## src/rtl/tpg_pkg.sv

```systemverilog
package tpg_pkg;
  localparam int MODE_W = 4;

  typedef enum logic [MODE_W-1:0] {
    MD_OFF  = 4'd0,
    MD_MID  = 4'd1,
    MD_PFS  = 4'd2,
    MD_NFS  = 4'd3,
    MD_CHK  = 4'd4,
    MD_PNL  = 4'd5,
    MD_PNS  = 4'd6,
    MD_TOG  = 4'd7,
    MD_USR  = 4'd8,
    MD_ALT  = 4'd9,
    MD_SYNC = 4'd10,
    MD_ZERO = 4'd11,
    MD_MIX  = 4'd12
  } tpg_mode_e;

  function automatic logic is_pair(input logic [MODE_W-1:0] m);
    return (m == MD_CHK) || (m == MD_TOG) || (m == MD_USR);
  endfunction

  function automatic logic is_pn(input logic [MODE_W-1:0] m);
    return (m == MD_PNL) || (m == MD_PNS);
  endfunction
endpackage

```

## src/rtl/tpg_phase.sv

```systemverilog
module tpg_phase
  import tpg_pkg::*;
(
  input  logic              clk_i,
  input  logic              rst_ni,
  input  logic [MODE_W-1:0] mode_i,
  output logic              ph_o
);
  logic [MODE_W-1:0] mode_q;
  logic              ph_q;

  // any code change restarts on word 1
  assign ph_o = (mode_i != mode_q) ? 1'b0 : ph_q;

  always_ff @(posedge clk_i or negedge rst_ni) begin
    if (!rst_ni) begin
      mode_q <= MD_OFF;
      ph_q   <= 1'b0;
    end else begin
      mode_q <= mode_i;
      ph_q   <= is_pair(mode_i) ? ~ph_o : 1'b0;
    end
  end
endmodule

```

## src/rtl/tpg_word_sel.sv

```systemverilog
module tpg_word_sel
  import tpg_pkg::*;
#(
  parameter int DW = 12,
  parameter int NW = 10,
  parameter int UW = 16,
  parameter logic [DW-1:0] MIX_W = DW'(12'h867),
  parameter logic [DW-1:0] MIX_N = DW'(12'h233)
) (
  input  logic [MODE_W-1:0] mode_i,
  input  logic              narrow_i,
  input  logic              ph_i,
  input  logic [DW-1:0]     adc_i,
  input  logic [DW-1:0]     pnl_i,
  input  logic [DW-1:0]     pns_i,
  input  logic [UW-1:0]     usr1_i,
  input  logic [UW-1:0]     usr2_i,
  output logic [DW-1:0]     word_o,
  output logic              fmt_o,
  output logic              pn_o
);
  localparam int SW_W = DW / 2 + 1;
  localparam int SW_N = NW / 2 + 1;
  localparam logic [DW-1:0] NMASK  = {{(DW-NW){1'b0}}, {NW{1'b1}}};
  localparam logic [DW-1:0] ONES   = {DW{1'b1}};
  localparam logic [DW-1:0] MID_W  = {1'b1, {(DW-1){1'b0}}};
  localparam logic [DW-1:0] MID_N  = {{(DW-NW){1'b0}}, 1'b1, {(NW-1){1'b0}}};
  localparam logic [DW-1:0] SYNC_W = {{(DW-SW_W){1'b0}}, {SW_W{1'b1}}};
  localparam logic [DW-1:0] SYNC_N = {{(DW-SW_N){1'b0}}, {SW_N{1'b1}}};

  function automatic logic [DW-1:0] odd_bits();
    logic [DW-1:0] r;
    for (int i = 0; i < DW; i++) r[i] = (i % 2) == 1;
    return r;
  endfunction

  localparam logic [DW-1:0] ALT_W = odd_bits();

  logic [DW-1:0] wmask, u1, u2;

  assign wmask = narrow_i ? NMASK : ONES;
  assign u1    = DW'(usr1_i);
  assign u2    = DW'(usr2_i);

  always_comb begin
    word_o = adc_i;
    fmt_o  = 1'b0;
    pn_o   = 1'b0;
    case (mode_i)
      MD_MID:  begin word_o = narrow_i ? MID_N : MID_W; fmt_o = 1'b1; end
      MD_PFS:  begin word_o = wmask; fmt_o = 1'b1; end
      MD_NFS:  begin word_o = '0;    fmt_o = 1'b1; end
      MD_CHK:  word_o = (ph_i ? ~ALT_W : ALT_W) & wmask;
      MD_PNL:  begin word_o = pnl_i; fmt_o = 1'b1; pn_o = 1'b1; end
      MD_PNS:  begin word_o = pns_i; fmt_o = 1'b1; pn_o = 1'b1; end
      MD_TOG:  word_o = ph_i ? '0 : wmask;
      MD_USR:  word_o = (ph_i ? u2 : u1) & wmask;
      MD_ALT:  word_o = ALT_W & wmask;
      MD_SYNC: word_o = narrow_i ? SYNC_N : SYNC_W;
      MD_ZERO: word_o = '0;
      MD_MIX:  word_o = narrow_i ? MIX_N : MIX_W;
      default: word_o = adc_i;
    endcase
  end
endmodule

```

## src/rtl/tpg_fmt.sv

```systemverilog
module tpg_fmt #(
  parameter int DW = 12,
  parameter int NW = 10
) (
  input  logic [DW-1:0] word_i,
  input  logic          en_i,
  input  logic          narrow_i,
  output logic [DW-1:0] word_o
);
  localparam logic [DW-1:0] TOP_W = {1'b1, {(DW-1){1'b0}}};
  localparam logic [DW-1:0] TOP_N = {{(DW-NW){1'b0}}, 1'b1, {(NW-1){1'b0}}};

  logic [DW-1:0] flip;

  assign flip   = en_i ? (narrow_i ? TOP_N : TOP_W) : '0;
  assign word_o = word_i ^ flip;
endmodule

```

## src/rtl/tpg_top.sv

```systemverilog
module tpg_top
  import tpg_pkg::*;
#(
  parameter int DW = 12,
  parameter int NW = 10,
  parameter int RW = 8
) (
  input  logic              clk_i,
  input  logic              rst_ni,
  input  logic [MODE_W-1:0] mode_i,
  input  logic              res10_i,
  input  logic              twos_i,
  input  logic [DW-1:0]     adc_i,
  input  logic [DW-1:0]     pn_long_i,
  input  logic [DW-1:0]     pn_short_i,
  input  logic [RW-1:0]     usr1_hi_i,
  input  logic [RW-1:0]     usr1_lo_i,
  input  logic [RW-1:0]     usr2_hi_i,
  input  logic [RW-1:0]     usr2_lo_i,
  output logic [DW-1:0]     data_o
);
  localparam int UW = 2 * RW;

  logic          ph, fmt_ok, pn_sel;
  logic [DW-1:0] raw_word, out_word;

  tpg_phase i_phase (
    .clk_i  (clk_i),
    .rst_ni (rst_ni),
    .mode_i (mode_i),
    .ph_o   (ph)
  );

  tpg_word_sel #(.DW(DW), .NW(NW), .UW(UW)) i_word_sel (
    .mode_i   (mode_i),
    .narrow_i (res10_i),
    .ph_i     (ph),
    .adc_i    (adc_i),
    .pnl_i    (pn_long_i),
    .pns_i    (pn_short_i),
    .usr1_i   ({usr1_hi_i, usr1_lo_i}),
    .usr2_i   ({usr2_hi_i, usr2_lo_i}),
    .word_o   (raw_word),
    .fmt_o    (fmt_ok),
    .pn_o     (pn_sel)
  );

  // PN words always run at full width
  tpg_fmt #(.DW(DW), .NW(NW)) i_fmt (
    .word_i   (raw_word),
    .en_i     (fmt_ok & twos_i),
    .narrow_i (res10_i & ~pn_sel),
    .word_o   (out_word)
  );

  always_ff @(posedge clk_i or negedge rst_ni) begin
    if (!rst_ni) data_o <= '0;
    else         data_o <= out_word;
  end
endmodule

```

## config.mk

```make
export PLATFORM = sky130hd
export DESIGN_NAME = tpg_top
export DESIGN_NICKNAME = d
export VERILOG_FILES = /design/src/rtl/tpg_pkg.sv /design/src/rtl/tpg_phase.sv /design/src/rtl/tpg_word_sel.sv /design/src/rtl/tpg_fmt.sv /design/src/rtl/tpg_top.sv
export SDC_FILE = /design/constraint.sdc
export NUM_CORES = 1
export LEC_CHECK = 0
export ABC_AREA = 1
export BUFFER_PORTS_ARGS = -buffer_cell sky130_fd_sc_hd__clkbuf_2
export CORE_MARGIN = 2
export CORE_UTILIZATION = 30
export CTS_CLUSTER_SIZE = 8
export DETAILED_ROUTE_END_ITERATION = 10
export PLACE_DENSITY = 0.7
export SYNTH_ARGS = -nofsm -noshare
export SYNTH_HDL_FRONTEND = slang
export SYNTH_SLANG_ARGS = --single-unit
```

## constraint.sdc

```tcl
create_clock -name clk_i -period 3.1 [get_ports clk_i]
set_input_delay 0 -clock clk_i [delete_from_list [all_inputs] [get_ports clk_i]]
set_output_delay 0 -clock clk_i [all_outputs]
set_load 0.01 [all_outputs]
```

== After elaboration in Yosys (flattened, before gate mapping) ==
Index checks and enable logic that the tools add are counted.

* Input port bits: 76
* Word-level logic and storage cells: 42
* Bits in registers: 17

* Multiplexer cells: 14
* Reductions and logical operators: 5
* Equality and inequality tests: 13
* Bitwise logic cells: 7

{| class="wikitable"
|+ Operator list
! kind !! count
|-
| case mux 12 bit (11 select lines) || 1
|-
| two-way mux 12 bit || 8
|-
| bitwise AND 12 bit || 2
|-
| == test 4 bit (second input constant) || 5
|-
| == test 4 x 3 -> 1 bit (second input constant) || 4
|-
| bitwise XOR 12 bit || 1
|-
| == test 4 x 2 -> 1 bit (second input constant) || 2
|-
| two-way mux 7 bit || 1
|-
| OR reduction 5 bit || 1
|-
| == test 4 x 1 -> 1 bit (second input constant) || 1
|-
| two-way mux 1 bit || 4
|-
| inequality test 4 bit || 1
|-
| OR reduction 2 bit || 2
|-
| bitwise AND 1 bit || 2
|-
| logical OR 1 bit || 2
|-
| inverter 1 bit || 2
|}

== Depth between registers and ports, before layout ==
* Depth after elaboration: 8
* Mapped depth: 12
* Depth with buffers taken out: 12

== Modules after synthesis ==
A second synthesis with hierarchy kept.

* Cell total of the unflattened synthesis: 276
* Area total of the unflattened synthesis: 1571.5 µm²

{| class="wikitable"
|+ By module, submodules not included
! module !! seq. area each (µm²) !! area an instance (µm²) !! cells an instance !! times used
|-
| tpg_word_sel || 0.0 || 902.1 || 209 || 1
|-
| tpg_top || 300.3 || 317.8 || 16 || 1
|-
| tpg_phase || 125.1 || 232.7 || 30 || 1
|-
| tpg_fmt || 0.0 || 118.9 || 21 || 1
|}

== Least setup slack after synthesis ==
OpenSTA, ideal clock, no wires.

* Path kind: register to register
* Start point: register i_phase.mode_q[1]
* End point: register data_o[0]
* Data arrival time: 1193 ps
* Cell stages (with the launch flop): 9
* Data required time: 3023 ps
* Clock period less this slack: 1270 ps
* Slack: 1830 ps
* Path through: dfrtp_1 > nand2_1 > nand2_1 > nor2_2 > nand3_4 > buf_6 > a21oi_1 > o31ai_1 > a21oi_1

* Cells in the longest elaborated chain, start to end: 6
* Elaborated cells on any way between the ends: 9
* Those cells by class: 1 x eq/ne; 5 x mux; 3 x bitwise

{| class="wikitable"
|+ RTL lines
! what !! line !! source
|-
| start: declaration || tpg_phase.sv:9 || <nowiki>logic [MODE_W-1:0] mode_q;</nowiki>
|-
| start signal: assignment || tpg_phase.sv:20 || <nowiki>mode_q <= mode_i;</nowiki>
|-
| inequality test 4 bit (*) || tpg_phase.sv:13 || <nowiki>assign ph_o = (mode_i != mode_q) ? 1'b0 : ph_q;</nowiki>
|-
| two-way mux 1 bit (*) || tpg_phase.sv:13 ||
|-
| two-way mux 12 bit (on tied branches) || tpg_word_sel.sv:57, tpg_word_sel.sv:53 ||
|-
| bitwise AND 12 bit (on tied branches) || tpg_word_sel.sv:57, tpg_word_sel.sv:53 ||
|-
| case mux 12 bit (11 select lines) (*) || tpg_word_sel.sv:49 || <nowiki>case (mode_i)</nowiki>
|-
| net i_fmt.word_i[0] || tpg_fmt.sv:5 || <nowiki>input logic [DW-1:0] word_i,</nowiki>
|-
| bitwise XOR 12 bit (*) || tpg_fmt.sv:16 || <nowiki>assign word_o = word_i ^ flip;</nowiki>
|-
| end signal: assignment || tpg_top.sv:58 || <nowiki>else data_o <= out_word;</nowiki>
|-
| end: declaration || tpg_top.sv:20 || <nowiki>output logic [DW-1:0] data_o</nowiki>
|}

The timed path passes the listed nets; every way through them passes the cells marked *.

== Worst setup path in the final report ==
* Start point: input mode_i[2]
* End point: register data_o[7]

* Cells in the longest elaborated chain, start to end: 6
* Elaborated cells on any way between the ends: 26
* Those cells by class: 13 x eq/ne; 7 x mux; 4 x bitwise; 2 x reduce/logical

{| class="wikitable"
|+ RTL lines
! what !! line !! source
|-
| start: declaration || tpg_top.sv:10 || <nowiki>input logic [MODE_W-1:0] mode_i,</nowiki>
|-
| inequality test 4 bit || tpg_phase.sv:13 ||
|-
| two-way mux 1 bit || tpg_phase.sv:13 ||
|-
| two-way mux 12 bit (on tied branches) || tpg_word_sel.sv:57, tpg_word_sel.sv:53 ||
|-
| bitwise AND 12 bit (on tied branches) || tpg_word_sel.sv:57, tpg_word_sel.sv:53 ||
|-
| case mux 12 bit (11 select lines) (*) || tpg_word_sel.sv:49 ||
|-
| net i_fmt.word_i[7] || tpg_fmt.sv:5 ||
|-
| bitwise XOR 12 bit (*) || tpg_fmt.sv:16 ||
|}

Marks and branches as above.

==> impl_summary.md <==
STA
The period utilization is 86.5%. Setup violations remaining at the end of the flow were counted as 0. After routing, the total negative slack on setup checks comes to 0 ns. The max-slew violation count is 0. For the final database, setup skew stands at 0.00347 ns. The slew at the pin closest to its max-slew limit is 0.815 ns. Setup repair after global routing left no endpoint under its margin.

The post-route minimum period is 2.68 ns. The worst pin sits at a relative slew slack of 45.5%. The top achievable clock speed is 0.373 GHz.

The final hold violation count is 0.

Clock tree
The cell sitting at the root of the clock tree is a clkbuf_8. The total of cells resized after clock tree synthesis is 0. After clock tree synthesis, the clock-pin slew on the worst setup and hold paths is 0.07 ns. In this run, post-CTS hold repair placed 14 buffers. The clock reaches the later pin of the worst-skew pair after 0.26 ns. The CTS tree is yes. In this run the number of H-tree levels came out at 1. The number of buffers on the longest clock path is 2. Counting the buffers created by CTS gives 3. Counting every sink on the clock net gives 17. The buffers inserted during post-CTS setup optimization is 0.

Power
The net switching share of the total power is 32.2%. The net load switching power is 205 µW. The total power is 637 µW. The leakage dissipation is 1.08 nW.

The logic gate share of total power is 32.8%. The ratio of total power to cell area is 320 nW/µm². The power share of the clock group is 27.5%. The share of power burned in registers is 39.8%. Across the VDD grid, the largest voltage drop is 0.187 mV. The internal cell power is 432 µW.

Critical path
Measured in cells, the most critical reg-to-reg path has a length of 9. The critical path goes through dlygate4sd3_1 -> clkbuf_2 -> inv_2 -> nand2_1 -> nor2_2 -> inv_1 -> o21ai_0 -> o21ai_1 -> nand2_1 -> nand3_1 -> dlygate4sd3_1. The type of origin of the critical path is an input port. For the worst setup path, the data required time is 3.24 ns. The cell family with the largest share of critical-path delay is buffers and inverters.

The largest fanout on the critical path is 13. The capture instance of the worst register-to-register path is data_o[7]$_DFF_PN0_. For flop-to-flop paths, the worst setup slack is 0.93 ns. Together, buffers and inverters on the worst path number 5. In this run the worst setup path begins at mode_i[2]. The critical path crosses 11 cells after its start point.

The arrival time of data at the critical path endpoint is 2.82 ns. The worst setup path is of the input port to flip-flop kind. The slowest stage of the critical path is the dlygate4sd3_1 cell. The capturing instance or port of the critical path is data_o[7]$_DFF_PN0_. On the worst path, the slowest cell contributes a delay of 0.57 ns. The category of the worst setup path capture point is a flip-flop.

The worst register-to-register path begins at i_phase.mode_q[3]$_DFF_PN0_.

Layout
The number of antenna cells inserted is 0. The post-route netlist has 31.1% of its cells at a drive strength greater than 1. The area occupied by registers is 425 µm².

The area overhead of the layout relative to synthesis is 41.7%. Fill cells in the final layout number 488. At the end of the flow the core is filled with cells to 44.8%. At the end of the flow, the number of nets in the layout was 389.

The area of the multi-input gates is 851 µm². The library cell used most frequently in the layout, excluding fill and tap cells, is clkbuf_2. The count of cells in the finished layout, fillers not included, comes to 364.

In the layout the commonest cells are clkbuf_2, nand2_1, nor2_1.

Run
The count of maximum capacitance violations is 0.

Global routing
The global routing usage summed across all routing layers is 18.0%. The overflow left after global routing is 0. The global-route wire length before repair is 7490 µm.

The initial antenna violation count is 0. The via count of the first global-routing pass was 1,728. The largest net degree at the start of global routing is 25.

Floorplanning
The floorplan has 24 rows. The chip height is 72.5 µm. The core region is 4440 µm². The initial utilization of the core area, before any placement, comes to 31.6%. The horizontal extent of the die is 72.5 µm. The floorplan step defined a die boundary enclosing 5250 µm². The number of top-level pins is 88.

Detailed routing
The count of routing violations after the opening detailed-route iteration is 98. The number of vias per cell after detailed routing is 4.71. After detailed routing, the average wire length per cell comes to 12.7 µm. Detailed routing inserted a total of 1,713 vias. The number of nets with antenna violations after detailed routing is 0. In the routed design, unresolved DRC markers number 0.

For this run, the detailed router's first-pass iteration total came to 4. The total wirelength of the detailed-routed design is 4640 µm.

Synthesis
Ranked by total cell area, the synthesized netlist is headed by dfrtp_1, nand2_1, nor2_1. The largest area contributor in the netlist is dfrtp_1. Dividing the synthesized area by the synthesized cell count gives 6.31 µm².

The warning count from the yosys run is 0. The synthesized netlist contains 28 unique library cells. The netlist area before placement is 1410 µm². Synthesis inferred 17 register bits. Counting every net in the synthesized netlist gives 299.

The post-synthesis instance total is 223. The portion of synthesized cell area occupied by the leading cell type is 30.2%. The register area share after synthesis is 30.2%.

Place
Routability-driven placement finished with a final weighted congestion of 0.869. The total instance count after detailed placement is 346. In this run the tool buffered the top-level ports with 79 buffer cells. The wire-length estimate of the detail-placed layout is 3570 µm.

Hold path
The worst hold path class is input port to flip-flop.

Outcome
The flow ran to the end, and the final reports show no timing, DRC or antenna violations.
metrics by stage:
| step | instance area [µm²] | worst slack, ns | hold WS [ns] |
|---|---|---|---|
| after floorplan | 1410 | 1.83 | -0.296 |
| after global placement | 1810 | 1.25 | -0.0339 |
| after detailed placement | 1810 | 1.22 | -0.0271 |
| after CTS | 1990 | 0.490 | 0.00247 |
| after global routing | 1990 | 0.234 | 0.0197 |
| final | 1990 | 0.417 | 0.00685 |
worst min path at each step:
stage	start	to	slack, ns	cells after the start
final	adc_i[3]	data_o[3]$_DFF_PN0_	0.007	3
after global routing	adc_i[3]	data_o[3]$_DFF_PN0_	0.02	3
after CTS	adc_i[3]	data_o[3]$_DFF_PN0_	0.002	3
after detailed placement	rst_ni	data_o[10]$_DFF_PN0_	-0.03	1
after global placement	rst_ni	data_o[10]$_DFF_PN0_	-0.03	1
after floorplan	rst_ni	data_o[0]$_DFF_PN0_	-0.30	0
state kept, by name, indices dropped and copies added (netlist names):
signal          cells
data_o             12
i_phase.mode_q      4
i_phase.ph_q        1
layer usage:
layer	routed length, µm	global-route usage, %	part of all wire, %
met3	267	2.36	5.8
met5	0	0	0
met2	2180	32.5	47
met4	38	4.32	0.82
met1	2160	22.7	46
cell type report:
class / instances / share of cell area, %
multi-input cells: 179 / 42.7
repair buffers: 93 / 26.9
flip-flops and latches: 17 / 21.3
inverters: 19 / 3.58
well taps: 52 / 3.26
clock buffers: 4 / 2.26
cells in the mapped netlist:
library cell / count
nand3_1: 16
nor3b_1: 1
clkbuf_1: 1
o31ai_1: 5
buf_6: 2
nand3b_1: 2
nor2_1: 35
o21ai_2: 1
a211oi_1: 1
nand2_2: 4
inv_1: 16
dfrtp_1: 17
o211ai_1: 1
a21oi_1: 14
xnor2_2: 1
buf_4: 3
buf_2: 2
inv_2: 3
o21ai_1: 6
nand3_4: 1
o21ai_0: 5
nand4_1: 2
nor2_2: 2
nor2_4: 1
or2_2: 2
a22o_1: 4
nor3_1: 5
nand2_1: 70
tightest hold or removal path: stages:
cell	delay [ns]
clkbuf_2	0.08
nor2_1	0.09
a21oi_1	0.05
kinds of logic after synthesis:
family | count (synthesis) | share of synthesized area [%]
and+or+nand+nor | 141 | 43.6
AOI/OAI and AO/OA | 37 | 15.7
buffers and inverters | 27 | 9.25
DFF | 17 | 30.2
xor gates and xnor gates | 1 | 1.16
power groups by stage:
| stage | logic, mW | clock network [mW] | registers (mW) |
|---|---|---|---|
| after floorplan | 0.0917 | 0 | 0.270 |
| after global placement | 0.192 | 0 | 0.258 |
| after detailed placement | 0.194 | 0 | 0.258 |
| after CTS | 0.210 | 0.175 | 0.254 |
| after global routing | 0.237 | 0.184 | 0.256 |
| final | 0.209 | 0.175 | 0.254 |
Power figures use the tool's default switching activity.
